`config.mk`:
```
export PLATFORM = sky130hd
export DESIGN_NAME = chan_evt_det
export DESIGN_NICKNAME = d
export VERILOG_FILES = /design/src/rtl/chan_evt_pkg.sv /design/src/rtl/evt_prio_enc.sv /design/src/rtl/evt_baseline.sv /design/src/rtl/chan_evt_det.sv
export SDC_FILE = /design/constraint.sdc
export NUM_CORES = 1
export LEC_CHECK = 0
export BUFFER_PORTS_ARGS = -buffer_cell sky130_fd_sc_hd__buf_4
export CORE_MARGIN = 3
export CORE_UTILIZATION = 55
export DETAILED_ROUTE_END_ITERATION = 8
export GPL_TIMING_DRIVEN = 0
export PLACE_DENSITY = 0.84
export SETUP_SLACK_MARGIN = 0.3
export SYNTH_ARGS = -nofsm -noshare
export SYNTH_HDL_FRONTEND = slang
export SYNTH_SLANG_ARGS = --single-unit
```
`constraint.sdc`:
```
create_clock -name clk_i -period 6.3 [get_ports clk_i]
set_input_delay 1.575 -clock clk_i [delete_from_list [all_inputs] [get_ports clk_i]]
set_output_delay 1.575 -clock clk_i [all_outputs]
set_load 0.05 [all_outputs]
```
`src/rtl/chan_evt_pkg.sv`:
```
package chan_evt_pkg;
  typedef enum logic {
    EVT_FALL = 1'b0,
    EVT_RISE = 1'b1
  } evt_dir_e;
endpackage

```
`src/rtl/evt_prio_enc.sv`:
```
module evt_prio_enc #(
  parameter int W  = 32,
  parameter int IW = $clog2(W)
) (
  input  logic [W-1:0]  vec_i,
  output logic [IW-1:0] idx_o
);
  // lowest set bit wins
  always_comb begin
    idx_o = '0;
    for (int i = W - 1; i >= 0; i--) begin
      if (vec_i[i]) idx_o = IW'(i);
    end
  end
endmodule

```
`src/rtl/evt_baseline.sv`:
```
module evt_baseline #(
  parameter int NCH = 32
) (
  input  logic           clk_i,
  input  logic           rst_ni,
  input  logic           sample_i,
  input  logic [NCH-1:0] chan_i,
  input  logic           mask_we_i,
  input  logic [NCH-1:0] mask_i,
  input  logic           idle_i,
  output logic           load_o,
  output logic [NCH-1:0] load_set_o,
  output logic [NCH-1:0] load_val_o,
  output logic           hold_v_o
);
  logic [NCH-1:0] mask_q, prev_q, hold_q, src, en_rise;
  logic           hold_v_q, proc_new, proc_hold;

  assign proc_new   = sample_i & idle_i & ~hold_v_q;
  assign proc_hold  = idle_i & hold_v_q;
  assign src        = proc_hold ? hold_q : chan_i;
  assign load_o     = proc_new | proc_hold;
  assign load_set_o = (prev_q ^ src) & mask_q;
  assign load_val_o = src;
  assign hold_v_o   = hold_v_q;
  assign en_rise    = mask_we_i ? (mask_i & ~mask_q) : '0;

  for (genvar g = 0; g < NCH; g++) begin : g_ch
    always_ff @(posedge clk_i or negedge rst_ni) begin
      if (!rst_ni) begin
        mask_q[g] <= 1'b1;
        prev_q[g] <= 1'b0;
      end else begin
        if (en_rise[g])  prev_q[g] <= chan_i[g];  // re-seed wins
        else if (load_o) prev_q[g] <= src[g];
        if (mask_we_i)   mask_q[g] <= mask_i[g];
      end
    end
  end

  always_ff @(posedge clk_i or negedge rst_ni) begin
    if (!rst_ni) begin
      hold_v_q <= 1'b0;
      hold_q   <= '0;
    end else if (proc_hold) begin
      hold_v_q <= sample_i;
      if (sample_i) hold_q <= chan_i;
    end else if (sample_i && !proc_new) begin
      hold_v_q <= 1'b1;
      hold_q   <= chan_i;
    end
  end
endmodule

```
`src/rtl/chan_evt_det.sv`:
```
module chan_evt_det
  import chan_evt_pkg::*;
#(
  parameter int NCH  = 32,
  parameter int IDXW = $clog2(NCH)
) (
  input  logic            clk_i,
  input  logic            rst_ni,
  input  logic            sample_i,
  input  logic [NCH-1:0]  chan_i,
  input  logic            mask_we_i,
  input  logic [NCH-1:0]  mask_i,
  output logic            evt_valid_o,
  input  logic            evt_ready_i,
  output logic [IDXW-1:0] evt_idx_o,
  output logic            evt_rise_o,
  output logic            busy_o
);
  logic [NCH-1:0]  pend_q, samp_q, load_set, load_val;
  logic            load, hold_v, fire;
  logic [IDXW-1:0] idx;
  evt_dir_e        dir;

  evt_baseline #(.NCH(NCH)) u_base (
    .clk_i      (clk_i),
    .rst_ni     (rst_ni),
    .sample_i   (sample_i),
    .chan_i     (chan_i),
    .mask_we_i  (mask_we_i),
    .mask_i     (mask_i),
    .idle_i     (~|pend_q),
    .load_o     (load),
    .load_set_o (load_set),
    .load_val_o (load_val),
    .hold_v_o   (hold_v)
  );

  evt_prio_enc #(.W(NCH), .IW(IDXW)) u_enc (
    .vec_i (pend_q),
    .idx_o (idx)
  );

  assign fire = evt_valid_o & evt_ready_i;

  // load only happens with pend_q empty, so it never meets a fire
  always_ff @(posedge clk_i or negedge rst_ni) begin
    if (!rst_ni) begin
      pend_q <= '0;
      samp_q <= '0;
    end else if (load) begin
      pend_q <= load_set;
      samp_q <= load_val;
    end else if (fire) begin
      pend_q[idx] <= 1'b0;
    end
  end

  assign dir         = evt_dir_e'(samp_q[idx]);
  assign evt_valid_o = |pend_q;
  assign evt_idx_o   = idx;
  assign evt_rise_o  = (dir == EVT_RISE);
  assign busy_o      = evt_valid_o | hold_v;
endmodule

```
Word-level counts from Yosys, hierarchy flattened
Index checks and enable logic that the tools add are counted.
W data, S select, Z words.

word-level totals
  input port bits = 69
  output and inout port bits = 8
  logic and storage cells = 233
  bits in registers = 161

cells by class
  order comparisons = 2
  equal/unequal tests = 1
  bitwise gates (word level) = 13
  reduce and logical (&&, ||, !) cells = 40
  multiplexer cells = 109

operator list
  cell                  number
  $mux W32              7
  $mux W5               32
  $and A32 B32 Y32      3
  $mux W1               68
  $reduce_bool A2 Y1    34
  $not A32 Y32          2
  $reduce_or A32 Y1     1
  $xor A32 B32 Y32      1
  $lt A5 B6 Y1 const B  1
  $bmux W1 S5           1
  $demux W1 S5          1
  $ge A5 B1 Y1 const B  1
  $and A1 B1 Y1         4
  $logic_and A1 B1 Y1   2
  $logic_not A1 Y1      2
  $ne A2 B2 Y1 const B  1
  $or A1 B1 Y1          2
  $reduce_and A2 Y1     1
  $not A1 Y1            1

Depth between registers and ports, before layout
  depth after elaboration = 40
  depth in mapped cells = 10
  depth with buffers taken out = 8

By module
From an unflattened synthesis, not the netlist that was laid out.

second synthesis, totals
  cells, all modules = 747
  area total of the unflattened synthesis = 8521.9 um^2

by module, submodules not included
  module        instances  seq. area each (um^2)  area each (um^2)  cells an instance
  evt_baseline  1          2467.4                 5112.4            452
  chan_evt_det  1          1601.5                 3044.2            232
  evt_prio_enc  1          0.0                    365.4             63

Worst setup path after synthesis
No wires, ideal clock.

  path kind = register -> output
  start point = register pend_q[9]
  end point = output evt_rise_o
  path slack = 1558 ps
  data required time = 4725 ps
  buffers on the path = 0
  data arrival time = 3167 ps
  stages on the path, launching flop included = 9
  cell sequence = dfrtp_1 > nor4_2 > o21ai_1 > a31o_2 > a21oi_2 > o21ai_0 > o22ai_1 > nor4_2 > a31oi_1

between the ends
  longest elaborated chain between the ends = 12

ends and longest elaborated chain
  element                        RTL line            text
  start, declared                chan_evt_det.sv:19  logic [NCH-1:0] pend_q, samp_q, load_set, load_val;
  start signal, assigned         chan_evt_det.sv:51  pend_q <= load_set;
  $mux W5 (10 in a row)          evt_prio_enc.sv:12  if (vec_i[i]) idx_o = IW'(i);
  via evt_idx_o[2]               chan_evt_det.sv:15  output logic [IDXW-1:0] evt_idx_o,
  $bmux W1 S5                    chan_evt_det.sv:58  assign dir = evt_dir_e'(samp_q[idx]);
  $mux W1 (implied by the code)  chan_evt_det.sv:58
  end, declared                  chan_evt_det.sv:16  output logic evt_rise_o,

The timed path passes the listed nets, and every way through them passes these cells. The select of a mux whose other input is x is not followed.

Worst setup path after layout
  start point = register pend_q[30]
  end point = output evt_rise_o

between the ends
  longest elaborated chain between the ends = 33

ends and longest elaborated chain
  element                        RTL line
  $mux W5 (31 in a row)          evt_prio_enc.sv:12
  $bmux W1 S5                    chan_evt_det.sv:58
  $mux W1 (implied by the code)  chan_evt_det.sv:58

No other way between the ends. The select of a mux whose other input is x is not followed.

==> impl_metrics.toml <==
[logic_synthesis]
yosysSeqAreaShare_pct = 49.84
avgSynthCellArea_um2 = 11.14
yosysWarnings = 0
yosys_register_bits = 161
synth_edf_count = 0
synth.distinct_cells = 69
ys.flop_type = "dfrtp_1"
syn-instance-count = 733
synthArstFlopShare_pct = 100.0
synth_area_um2 = 8164
syn_nets = 802

[placed_design]
io_buffers = 75
gp_congestion = 0.9626
dp_hpwl_mm = 15.50

[timing]
hold_ws_ns = 0.5245
tightest_slew_ns = 1.060
fmax_mhz = 189.5
finClkSkew_ns = 0.01429
timing_hold_violations_final = 0
final.setup.tns_ns = 0
maxSlewHeadroom_pct = 29.30
grt_setup_unrepaired = "false"
finalCritPeriodShare_pct = 83.75
setup_viol = 0
finalCriticalPeriod_ns = 5.276
slew_viol_final = 0

[power]
switching_share_pct = 45.92
combPwrFrac_pct = 53.7
power_density_nw_per_um2 = 605.6
leakagePower_nw = 4.077
seqPwrFrac_pct = 29.1
ir_drop_mv = 0.5390
intPower_w = 0.003127
fin_total_pwr_w = 0.005783
pwr-share-clk_pct = 17.2
p_switching_w = 0.002656

[critical_path]
critPathCaptureType = "primary output"
path_class = "flop to primary output"
cpPeakStageDelay_ns = 0.63
required_ns = 4.72
cp_max_fo = 10
worst-path-buf-inv = 2
crit_path_cell_trace = "nand2b_4, a2111oi_4, o211ai_1, a211oi_2, buf_2, mux4_2, nand3_1, a31oi_1, buf_4"
critical_path_arrival_ns = 3.70
crit_family = "compound AO/OA/AOI/OAI gates"
start_kind = "flop"
r2r_setup_slack_ns = 2.98
critical_path.slowest_cell = "a211oi_2"

[layout]
fillers = 1107
syn2layout_area_growth_pct = 16.97
drive_gt1_share_pct = 30.08
antenna_cells = 0
seqCellArea_um2 = 4069
layout.nets = 897
multi_input_area_um2 = 3855
fin_util_pct = 67.23

[floorplan]
placementRows = 43
die_x_um = 127.8
pin_count = 77
start_util_pct = 57.48
die_h_um = 127.8
dieArea_um2 = 16340
core-area_um2 = 14200

[clock_network]
cts.sinks = 161
clockRootBuffer = "clkbuf_16"
ctsHtreeMaxLevel = 4
numCtsBuffers = 17
ctsResizeCount = 0
cts_setup_buffers = 0
cts_tree = "built"
insertion_delay_ns = 0.44
hold_buffers = 0
clock_path_buffers = 2
path_clk_slew_ns = 0.06

[global_routing]
grtUsageTotal_pct = 28.59
grt.overflow.total = 0
grt_start_max_net_pins = 99
grt_pass1_vias = 6807
grt_pass1_wl_mm = 36.00
antenna_found_initial = 0

[route]
drtIter0Drc = 753
drc = 0
dr.pass1.iters = 5
finalWirelength_mm = 22.46
vias = 6627
routedWlPerCell_um = 22.00
viasPerCell = 6.491
ant_nets = 0

[status]
status = "finished, final reports clean"

[run]
maxCapViolCount = 0

[worst_hold_path]
hold_class = "flop to flop"
## metrics by stage
step           cell area (um^2)  setup slack (ns)  std cells
3_3_place_gp               8952             1.574        988
2_1_floorplan              8164             1.558        733
5_1_grt                    9549            0.9673       1021
6_report                   9549             1.024       1021
4_1_cts                    9549             1.093       1021
3_5_place_dp               8984             1.551        989
## worst paths after layout
path                                  start                end  depth (start not counted)
max                              pend_q[30]         evt_rise_o                          9
min                        u_base.hold_q[8]   u_base.hold_q[8]                          1
max reg2reg                      pend_q[13]  u_base.prev_q[24]                         10
min reg2reg                u_base.hold_q[8]   u_base.hold_q[8]                          1
max in group asynchronous            rst_ni  u_base.mask_q[25]                          2
min in group asynchronous            rst_ni   u_base.hold_q[6]                          1
## synthesized netlist by cell type, types with 11 or more instances
library cell	number	area (um^2)
a21oi_1	102	510.5
a32o_1	29	290.3
buf_2	18	90.09
dfrtp_1	129	3228
dfstp_2	32	840.8
inv_1	11	41.29
mux2_2	65	732.0
mux2i_1	37	370.4
nand2_1	35	131.4
nand3_1	15	75.07
nand3b_1	32	240.2
nor2_1	52	195.2
o22ai_1	35	219.0
xnor2_1	32	280.3
## kinds of logic (layout without fill, tap and decap cells)
family	count (synthesis)	in the layout	synth area share (%)
buffers and inverters	48	156	2.942
DFF	161	161	49.84
xor gates and xnor gates	32	32	3.433
AOI/OAI and AO/OA	205	205	16.81
and+or+nand+nor	179	179	12.38
adders and majority gates	1	1	0.1226
muxes	107	107	14.47
## per-layer routing
metal  track usage [%]  wire length (um)  vias up  part of all wire [%]
met5                 0                 0        -                     0
li1                  -                 -     2948                     -
met2             44.73             10510      315                    47
met3             5.750              1533       63                   6.8
met4             12.61               747        0                   3.3
met1             38.83              9667     3301                    43
## cell type report
type	count	share of cell area [%]
multi-input cells	524	40.37
plain buffers	37	2.083
repair buffers	76	6.224
flip-flops and latches	161	42.61
inverters	11	0.4324
clock inverters	11	1.101
well taps	180	2.358
clock buffers	21	4.822
## sequential cells by signal, summed over array words and instances, names as in the netlist
name	count
u_base.mask_q	32
u_base.hold_v_o	1
samp_q	32
u_base.hold_q	32
pend_q	32
u_base.prev_q	32
## layout by cell type, fill, tap and decap left out, types with 11 or more instances in the layout
master,instances
dfrtp_1,129
a21oi_1,102
buf_4,76
mux2_2,65
nor2_1,52
mux2i_1,37
nand2_1,35
o22ai_1,35
nand3b_1,32
xnor2_1,32
dfstp_2,32
a32o_1,29
buf_2,18
clkbuf_16,17
nand3_1,15
inv_1,11
clkbuf_1,11
## power groups by stage
stage / registers (W) / logic, W / clock network [W]
3_3_place_gp: 0.00166 / 0.00298 / 0
5_1_grt: 0.00172 / 0.00327 / 0.00105
4_1_cts: 0.00167 / 0.00305 / 0.00100
3_5_place_dp: 0.00167 / 0.00303 / 0
2_1_floorplan: 0.00159 / 0.00222 / 0
6_report: 0.00168 / 0.00311 / 0.000996
No activity file was read; power rests on OpenSTA's default activity.
